<file path="config.mk">
export PLATFORM = sky130hd
export DESIGN_NAME = pwcap_top
export DESIGN_NICKNAME = d
export VERILOG_FILES = /design/src/rtl/pwcap_pkg.sv /design/src/rtl/pwcap_sync_edge.sv /design/src/rtl/pwcap_seq.sv /design/src/rtl/pwcap_regs.sv /design/src/rtl/pwcap_top.sv
export SDC_FILE = /design/constraint.sdc
export NUM_CORES = 1
export LEC_CHECK = 0
export BUFFER_PORTS_ARGS = -buffer_cell sky130_fd_sc_hd__buf_4
export CAP_MARGIN = 20
export CORE_UTILIZATION = 58
export CTS_BUF_LIST = sky130_fd_sc_hd__clkbuf_4
export DETAILED_ROUTE_END_ITERATION = 7
export PLACE_DENSITY = 0.91
export SYNTH_ARGS = -nofsm -noshare
export SYNTH_HDL_FRONTEND = slang
export SYNTH_SLANG_ARGS = --single-unit
</file>
<file path="constraint.sdc">
create_clock -name clk -period 5 [get_ports clk]
set_clock_uncertainty 0.15 [all_clocks]
set_input_delay 0.5 -clock clk [delete_from_list [all_inputs] [get_ports clk]]
set_output_delay 0.5 -clock clk [all_outputs]
set_load 0.02 [all_outputs]
</file>
<file path="src/rtl/pwcap_pkg.sv">
`timescale 1ns/1ps
package pwcap_pkg;
  typedef enum logic [1:0] {
    ST_IDLE  = 2'd0,
    ST_WRISE = 2'd1,
    ST_WFALL = 2'd2
  } arm_state_e;

  // register addresses
  localparam logic [1:0] A_CTRL = 2'd0;
  localparam logic [1:0] A_GEN  = 2'd1;
  localparam logic [1:0] A_RISE = 2'd2;
  localparam logic [1:0] A_FALL = 2'd3;

  // control register bit positions
  localparam int unsigned B_START = 0;
  localparam int unsigned B_DONE  = 1;
  localparam int unsigned B_IE    = 2;
  localparam int unsigned B_GE    = 3;
  localparam int unsigned B_SEL   = 5;
endpackage

</file>
<file path="src/rtl/pwcap_sync_edge.sv">
`timescale 1ns/1ps
module pwcap_sync_edge #(
  parameter int unsigned NUM_SRC = 4,
  parameter int unsigned SEL_W   = 2,
  parameter int unsigned STAGES  = 2
) (
  input  logic               clk,
  input  logic               rst_n,
  input  logic [NUM_SRC-1:0] src_i,
  input  logic [SEL_W-1:0]   sel_i,
  output logic               rise_o,
  output logic               fall_o
);
  logic              mux_lvl;
  logic [STAGES-1:0] chain_q, chain_d;
  logic              prev_q, prev_d;

  // source multiplexer
  always_comb begin
    mux_lvl = 1'b0;
    for (int i = 0; i < NUM_SRC; i++) begin
      if (sel_i == SEL_W'(i)) mux_lvl = src_i[i];
    end
  end

  generate
    if (STAGES == 1) begin : g_one
      assign chain_d = mux_lvl;
    end else begin : g_many
      assign chain_d = {chain_q[STAGES-2:0], mux_lvl};
    end
  endgenerate

  assign prev_d = chain_q[STAGES-1];

  always_ff @(posedge clk or negedge rst_n) begin
    if (!rst_n) begin
      chain_q <= '0;
      prev_q  <= 1'b0;
    end else begin
      chain_q <= chain_d;
      prev_q  <= prev_d;
    end
  end

  assign rise_o =  chain_q[STAGES-1] & ~prev_q;
  assign fall_o = ~chain_q[STAGES-1] &  prev_q;
endmodule

</file>
<file path="src/rtl/pwcap_seq.sv">
`timescale 1ns/1ps
module pwcap_seq
  import pwcap_pkg::*;
(
  input  logic       clk,
  input  logic       rst_n,
  input  logic       rise_i,
  input  logic       fall_i,
  input  logic       ctrl_we_i,
  input  logic       wr_start_i,
  output arm_state_e st_o,
  output logic       cap_o
);
  arm_state_e st_q, st_d;

  assign cap_o = (st_q == ST_WFALL) && fall_i;

  always_comb begin
    st_d = st_q;
    case (st_q)
      ST_WRISE: if (rise_i) st_d = ST_WFALL;
      ST_WFALL: if (fall_i) st_d = ST_IDLE;
      default:  st_d = st_q;
    endcase
    // software access; a completing capture takes precedence
    if (ctrl_we_i && !cap_o) begin
      if (!wr_start_i)            st_d = ST_IDLE;
      else if (st_q == ST_IDLE)   st_d = ST_WRISE;
    end
  end

  always_ff @(posedge clk or negedge rst_n) begin
    if (!rst_n) st_q <= ST_IDLE;
    else        st_q <= st_d;
  end

  assign st_o = st_q;
endmodule

</file>
<file path="src/rtl/pwcap_regs.sv">
`timescale 1ns/1ps
module pwcap_regs
  import pwcap_pkg::*;
#(
  parameter int unsigned CNT_W = 16,
  parameter int unsigned SEL_W = 2
) (
  input  logic             clk,
  input  logic             rst_n,
  input  logic [CNT_W-1:0] cnt_i,
  input  logic             rise_i,
  input  logic             fall_i,
  input  logic             cap_i,
  input  logic             armed_i,
  input  logic             reg_we,
  input  logic [1:0]       reg_addr,
  input  logic [CNT_W-1:0] reg_wdata,
  output logic             ctrl_we_o,
  output logic [SEL_W-1:0] sel_o,
  output logic             done_o,
  output logic [CNT_W-1:0] gen_o,
  output logic [CNT_W-1:0] rcap_o,
  output logic [CNT_W-1:0] fcap_o,
  output logic [CNT_W-1:0] reg_rdata,
  output logic             irq_o
);
  logic             done_q, done_d;
  logic             ie_q, ie_d;
  logic [1:0]       ge_q, ge_d;
  logic [SEL_W-1:0] sel_q, sel_d;
  logic [CNT_W-1:0] gen_q, gen_d, rcap_q, rcap_d, fcap_q, fcap_d;
  logic             gen_en;
  logic             unused_wdata;

  assign unused_wdata = ^reg_wdata[CNT_W-1:B_SEL+SEL_W];
  assign ctrl_we_o    = reg_we && (reg_addr == A_CTRL);
  assign gen_en       = (rise_i & ge_q[0]) | (fall_i & ge_q[1]);

  always_comb begin
    done_d = done_q;
    ie_d   = ie_q;
    ge_d   = ge_q;
    sel_d  = sel_q;
    if (ctrl_we_o) begin
      if (!reg_wdata[B_DONE]) done_d = 1'b0;
      ie_d  = reg_wdata[B_IE];
      ge_d  = reg_wdata[B_GE +: 2];
      sel_d = reg_wdata[B_SEL +: SEL_W];
    end
    if (cap_i) done_d = 1'b1;
    gen_d  = gen_en ? cnt_i : gen_q;
    rcap_d = cap_i  ? cnt_i : rcap_q;
    fcap_d = cap_i  ? cnt_i : fcap_q;
  end

  always_ff @(posedge clk or negedge rst_n) begin
    if (!rst_n) begin
      done_q <= 1'b0;
      ie_q   <= 1'b0;
      ge_q   <= 2'b00;
      sel_q  <= '0;
      gen_q  <= '0;
      rcap_q <= '0;
      fcap_q <= '0;
    end else begin
      done_q <= done_d;
      ie_q   <= ie_d;
      ge_q   <= ge_d;
      sel_q  <= sel_d;
      gen_q  <= gen_d;
      rcap_q <= rcap_d;
      fcap_q <= fcap_d;
    end
  end

  always_comb begin
    reg_rdata = '0;
    case (reg_addr)
      A_CTRL: begin
        reg_rdata[B_START]         = armed_i;
        reg_rdata[B_DONE]          = done_q;
        reg_rdata[B_IE]            = ie_q;
        reg_rdata[B_GE +: 2]       = ge_q;
        reg_rdata[B_SEL +: SEL_W]  = sel_q;
      end
      A_GEN:   reg_rdata = gen_q;
      A_RISE:  reg_rdata = rcap_q;
      default: reg_rdata = fcap_q;
    endcase
  end

  assign sel_o  = sel_q;
  assign done_o = done_q;
  assign gen_o  = gen_q;
  assign rcap_o = rcap_q;
  assign fcap_o = fcap_q;
  assign irq_o  = done_q & ie_q;
endmodule

</file>
<file path="src/rtl/pwcap_top.sv">
`timescale 1ns/1ps
module pwcap_top
  import pwcap_pkg::*;
#(
  parameter int unsigned CNT_W   = 16,
  parameter int unsigned NUM_SRC = 4
) (
  input  logic               clk,
  input  logic               rst_n,
  input  logic [CNT_W-1:0]   cnt_i,
  input  logic [NUM_SRC-1:0] src_i,
  input  logic               reg_we,
  input  logic [1:0]         reg_addr,
  input  logic [CNT_W-1:0]   reg_wdata,
  output logic [CNT_W-1:0]   reg_rdata,
  output logic               irq_o
);
  localparam int unsigned SEL_W = (NUM_SRC > 1) ? $clog2(NUM_SRC) : 1;

  logic             rise_w, fall_w, cap_w, ctrl_we_w, done_w;
  logic [SEL_W-1:0] sel_w;
  logic [CNT_W-1:0] gen_w, rcap_w, fcap_w;
  arm_state_e       st_w;

  pwcap_sync_edge #(.NUM_SRC(NUM_SRC), .SEL_W(SEL_W), .STAGES(2)) u_edge (
    .clk(clk), .rst_n(rst_n), .src_i(src_i), .sel_i(sel_w),
    .rise_o(rise_w), .fall_o(fall_w)
  );

  pwcap_seq u_seq (
    .clk(clk), .rst_n(rst_n), .rise_i(rise_w), .fall_i(fall_w),
    .ctrl_we_i(ctrl_we_w), .wr_start_i(reg_wdata[B_START]),
    .st_o(st_w), .cap_o(cap_w)
  );

  pwcap_regs #(.CNT_W(CNT_W), .SEL_W(SEL_W)) u_regs (
    .clk(clk), .rst_n(rst_n), .cnt_i(cnt_i), .rise_i(rise_w), .fall_i(fall_w),
    .cap_i(cap_w), .armed_i(st_w != ST_IDLE), .reg_we(reg_we),
    .reg_addr(reg_addr), .reg_wdata(reg_wdata), .ctrl_we_o(ctrl_we_w),
    .sel_o(sel_w), .done_o(done_w), .gen_o(gen_w), .rcap_o(rcap_w),
    .fcap_o(fcap_w), .reg_rdata(reg_rdata), .irq_o(irq_o)
  );
endmodule

</file>
==> summary.txt <==
Global route
  • Largest net degree at the start of global routing: 44
  • Initial antenna violation count: 0
  • Grt ovf: 0
  • Vias in the first global route: 1387
  • Overall Global Routing Usage: 23.5%
  • First-pass GRT wire length: 6170 um

Synth
  • Area contributors post-synth: dfrtp_1 (53%), mux2_2 (15%), mux2_4 (7.4%), nand2_1 (5.2%), o21ai_0 (4.4%)
  • Synthesized area: 2030 um^2
  • Yosys reg bits: 43
  • Post-Synthesis Cells: 164
  • Mean Syn Cell Area: 12.4 um^2
  • Yosys top cell by area: dfrtp_1
  • Yosys top cell area share: 52.9%
  • Syn Nets: 208
  • Ys async rst share: 100%
  • Synth warnings: 0
  • Post-synthesis sequential area ratio: 52.9%
  • Number of flops mapped to enable cells by yosys: 0
  • Top FF cell, synth: dfrtp_1
  • Number of distinct library cells after synthesis: 22

Timing
  • Final setup margin: 2.77 ns
  • Hold slack: 0.217 ns
  • Max-slew violations: 0
  • Final hold vios: 0
  • Fin crit period: 2.23 ns
  • Unrepaired setup endpoints after global routing: false
  • TNS Setup: 0 ns
  • Worst-margin pin slew: 0.984 ns
  • Slew margin rel.: 34.4%
  • # setup viols final: 0
  • Max Fclk: 448 MHz
  • Tcrit/Tclk final: 44.7%

Detailed routing
  • Antenna-violating nets left: 0
  • DRC viols: 0
  • WL/cell: 15.5 um
  • Vias/cell: 5.36
  • Via Count: 1382
  • Pre-Repair DR Iteration Count: 4
  • Routed WL: 4000 um
  • DR iter-0 viols: 20

Final layout
  • Share of cells above drive strength 1: 45.3%
  • Final cell count without fillers: 258
  • Layout area overhead: 21.2%
  • Fin util: 73.9%
  • Net count, final: 255
  • Diode count: 0
  • Cell area after layout: 2470 um^2
  • FILL cells: 232

Place
  • DP Cell Count: 249
  • Buffers added on ports: 48
  • DP HPWL: 2820 um
  • Final Wtd Congestion: 0.715
  • Placed cell area: 2400 um^2
  • DP Worst Slack: 2.82 ns

Min path
  • Worst min-delay path class: flip-flop to flip-flop

Floorplanning
  • Initial core utilization: 61.0%
  • Die Y: 61.2 um
  • Ports: 58
  • Die Span X: 61.2 um
  • Die area: 3750 um^2
  • Core Area: 3340 um^2
  • Row count: 21

Clock network
  • CTS Buffer Depth: 2
  • H-tree depth: 2
  • Post-CTS sizing: 0
  • CTS tree: yes
  • Skew-Pair Late Insertion Delay: 0.35 ns
  • Clock-pin slew on the worst setup and hold paths: 0.11 ns
  • Cts bufs inserted: 5
  • CTS sink cnt: 43
  • Clk root buf: clkbuf_4

Power
  • PwrDens: 511 nW/um^2
  • Worst vdd ir: 0.276 mV
  • Leakage power figure: 1.16 nW
  • Total power: 1.26 mW

Run
  • Max-Cap Viols: 0

Worst setup path
  • CP Cell Sequence: inv_1 > ha_1 > o21ai_0 > mux2_2 > buf_4
  • Crit path required time: 4.35 ns
  • Element type at the critical path start: flip-flop
  • CP max stage cell: dfrtp_1
  • Critical Path Max Stage Delay: 0.41 ns
  • Worst Setup End Kind: primary output
  • Data arrival at the endpoint of the critical path: 1.58 ns
  • Critical path class: flip-flop to primary output
  • CP max FO: 3

Status
  • Run status: finished, final reports clean
==> Yosys cell counts (2+ instances only) <==
library cell / number
buf_2: 4
clkbuf_1: 3
a311oi_1: 2
o21ai_0: 18
dfrtp_1: 43
ha_1: 3
mux2_2: 28
nand2_1: 28
mux2i_1: 6
nor2b_1: 2
inv_1: 5
mux2_4: 10
buf_6: 2
a21oi_1: 2
==> kinds of logic after synthesis <==
family	share of synthesized area (%)
muxes	26.9
buffers and inverters	3.57
AOI/OAI and AO/OA	7.13
DFF	52.9
and+or+nand+nor	7.63
adders and majority gates	1.85
==> placed cells by master, fill, tap and decap left out <==
cell	n
dlygate4sd3_1	1
mux2i_1	6
and2_1	1
nor2b_1	2
o21ai_0	18
mux2_4	10
mux4_2	1
nand2b_1	1
a311oi_1	2
nand2_1	28
ha_1	3
clkinv_2	1
buf_4	48
clkbuf_4	6
and3_1	1
dfrtp_1	43
inv_1	5
a22o_1	1
o22a_1	1
mux2_2	28
clkinvlp_4	1
o211a_1	1
nor3b_4	1
a21oi_1	2
==> final cells by class <==
| cell class | count | area [um^2] | area share [%] |
|---|---|---|---|
| flip-flops and latches | 43 | 1080 | 43.6 |
| multi-input cells | 107 | 886 | 35.9 |
| repair buffers | 49 | 370 | 15.0 |
| well taps | 46 | 57.6 | 2.33 |
| clock buffers | 6 | 45.0 | 1.83 |
| inverters | 5 | 18.8 | 0.761 |
| clock inverters | 2 | 12.5 | 0.507 |
==> report_power, final <==
| part | total, mW | internal (mW) | switching, mW |
|---|---|---|---|
| registers | 0.589 | 0.500 | 0.0886 |
| clock network | 0.169 | 0.0597 | 0.109 |
| logic | 0.503 | 0.280 | 0.223 |
==> critical path: cells and delay by family, from the launching register on <==
family | cells | cell delay, ns
AOI/OAI and AO/OA | 1 | 0.09
adders and majority gates | 1 | 0.21
muxes | 1 | 0.26
DFF | 1 | 0.41
buffers and inverters | 2 | 0.26
==> path summary, 6_finish.rpt <==
path	startpoint	slack [ns]	to	cells past startpoint
min in group asynchronous	rst_n	0.50	u_regs.gen_o[4]	2
hold reg to reg	u_edge.chain_q[0]	0.22	u_edge.chain_q[1]	0
setup reg to reg	u_edge.chain_q[1]	2.83	u_regs.gen_o[3]	3
setup / recovery	u_seq.st_o[0]	2.77	reg_rdata[0]	5
hold / removal	u_edge.chain_q[0]	0.22	u_edge.chain_q[1]	0
max in group asynchronous	rst_n	3.85	u_regs.gen_o[3]	2
==> sequential cells by signal, summed over array words and instances, names as in the netlist <==
name / cells
u_regs.gen_o: 16
u_regs.rcap_o: 16
u_edge.chain_q: 2
u_regs.ge_q: 2
u_regs.sel_o: 2
u_seq.st_o: 2
u_edge.prev_q: 1
u_regs.done_o: 1
u_regs.ie_q: 1
==> routing by layer <==
metal | track usage, % | up-vias | part of all wire, %
met5 | 0 | - | 0
met4 | 8.44 | 0 | 1.6
met3 | 6.72 | 7 | 5.4
met2 | 39.4 | 41 | 50
met1 | 29.2 | 673 | 43
li1 | - | 661 | -
==> timing repair <==
action / CTS / global route
hold buffers: 1 / 0
setup buffers: 0 / 0
endpoints found under the hold margin: 43 / 0
(Power assumes the default switching activity.)
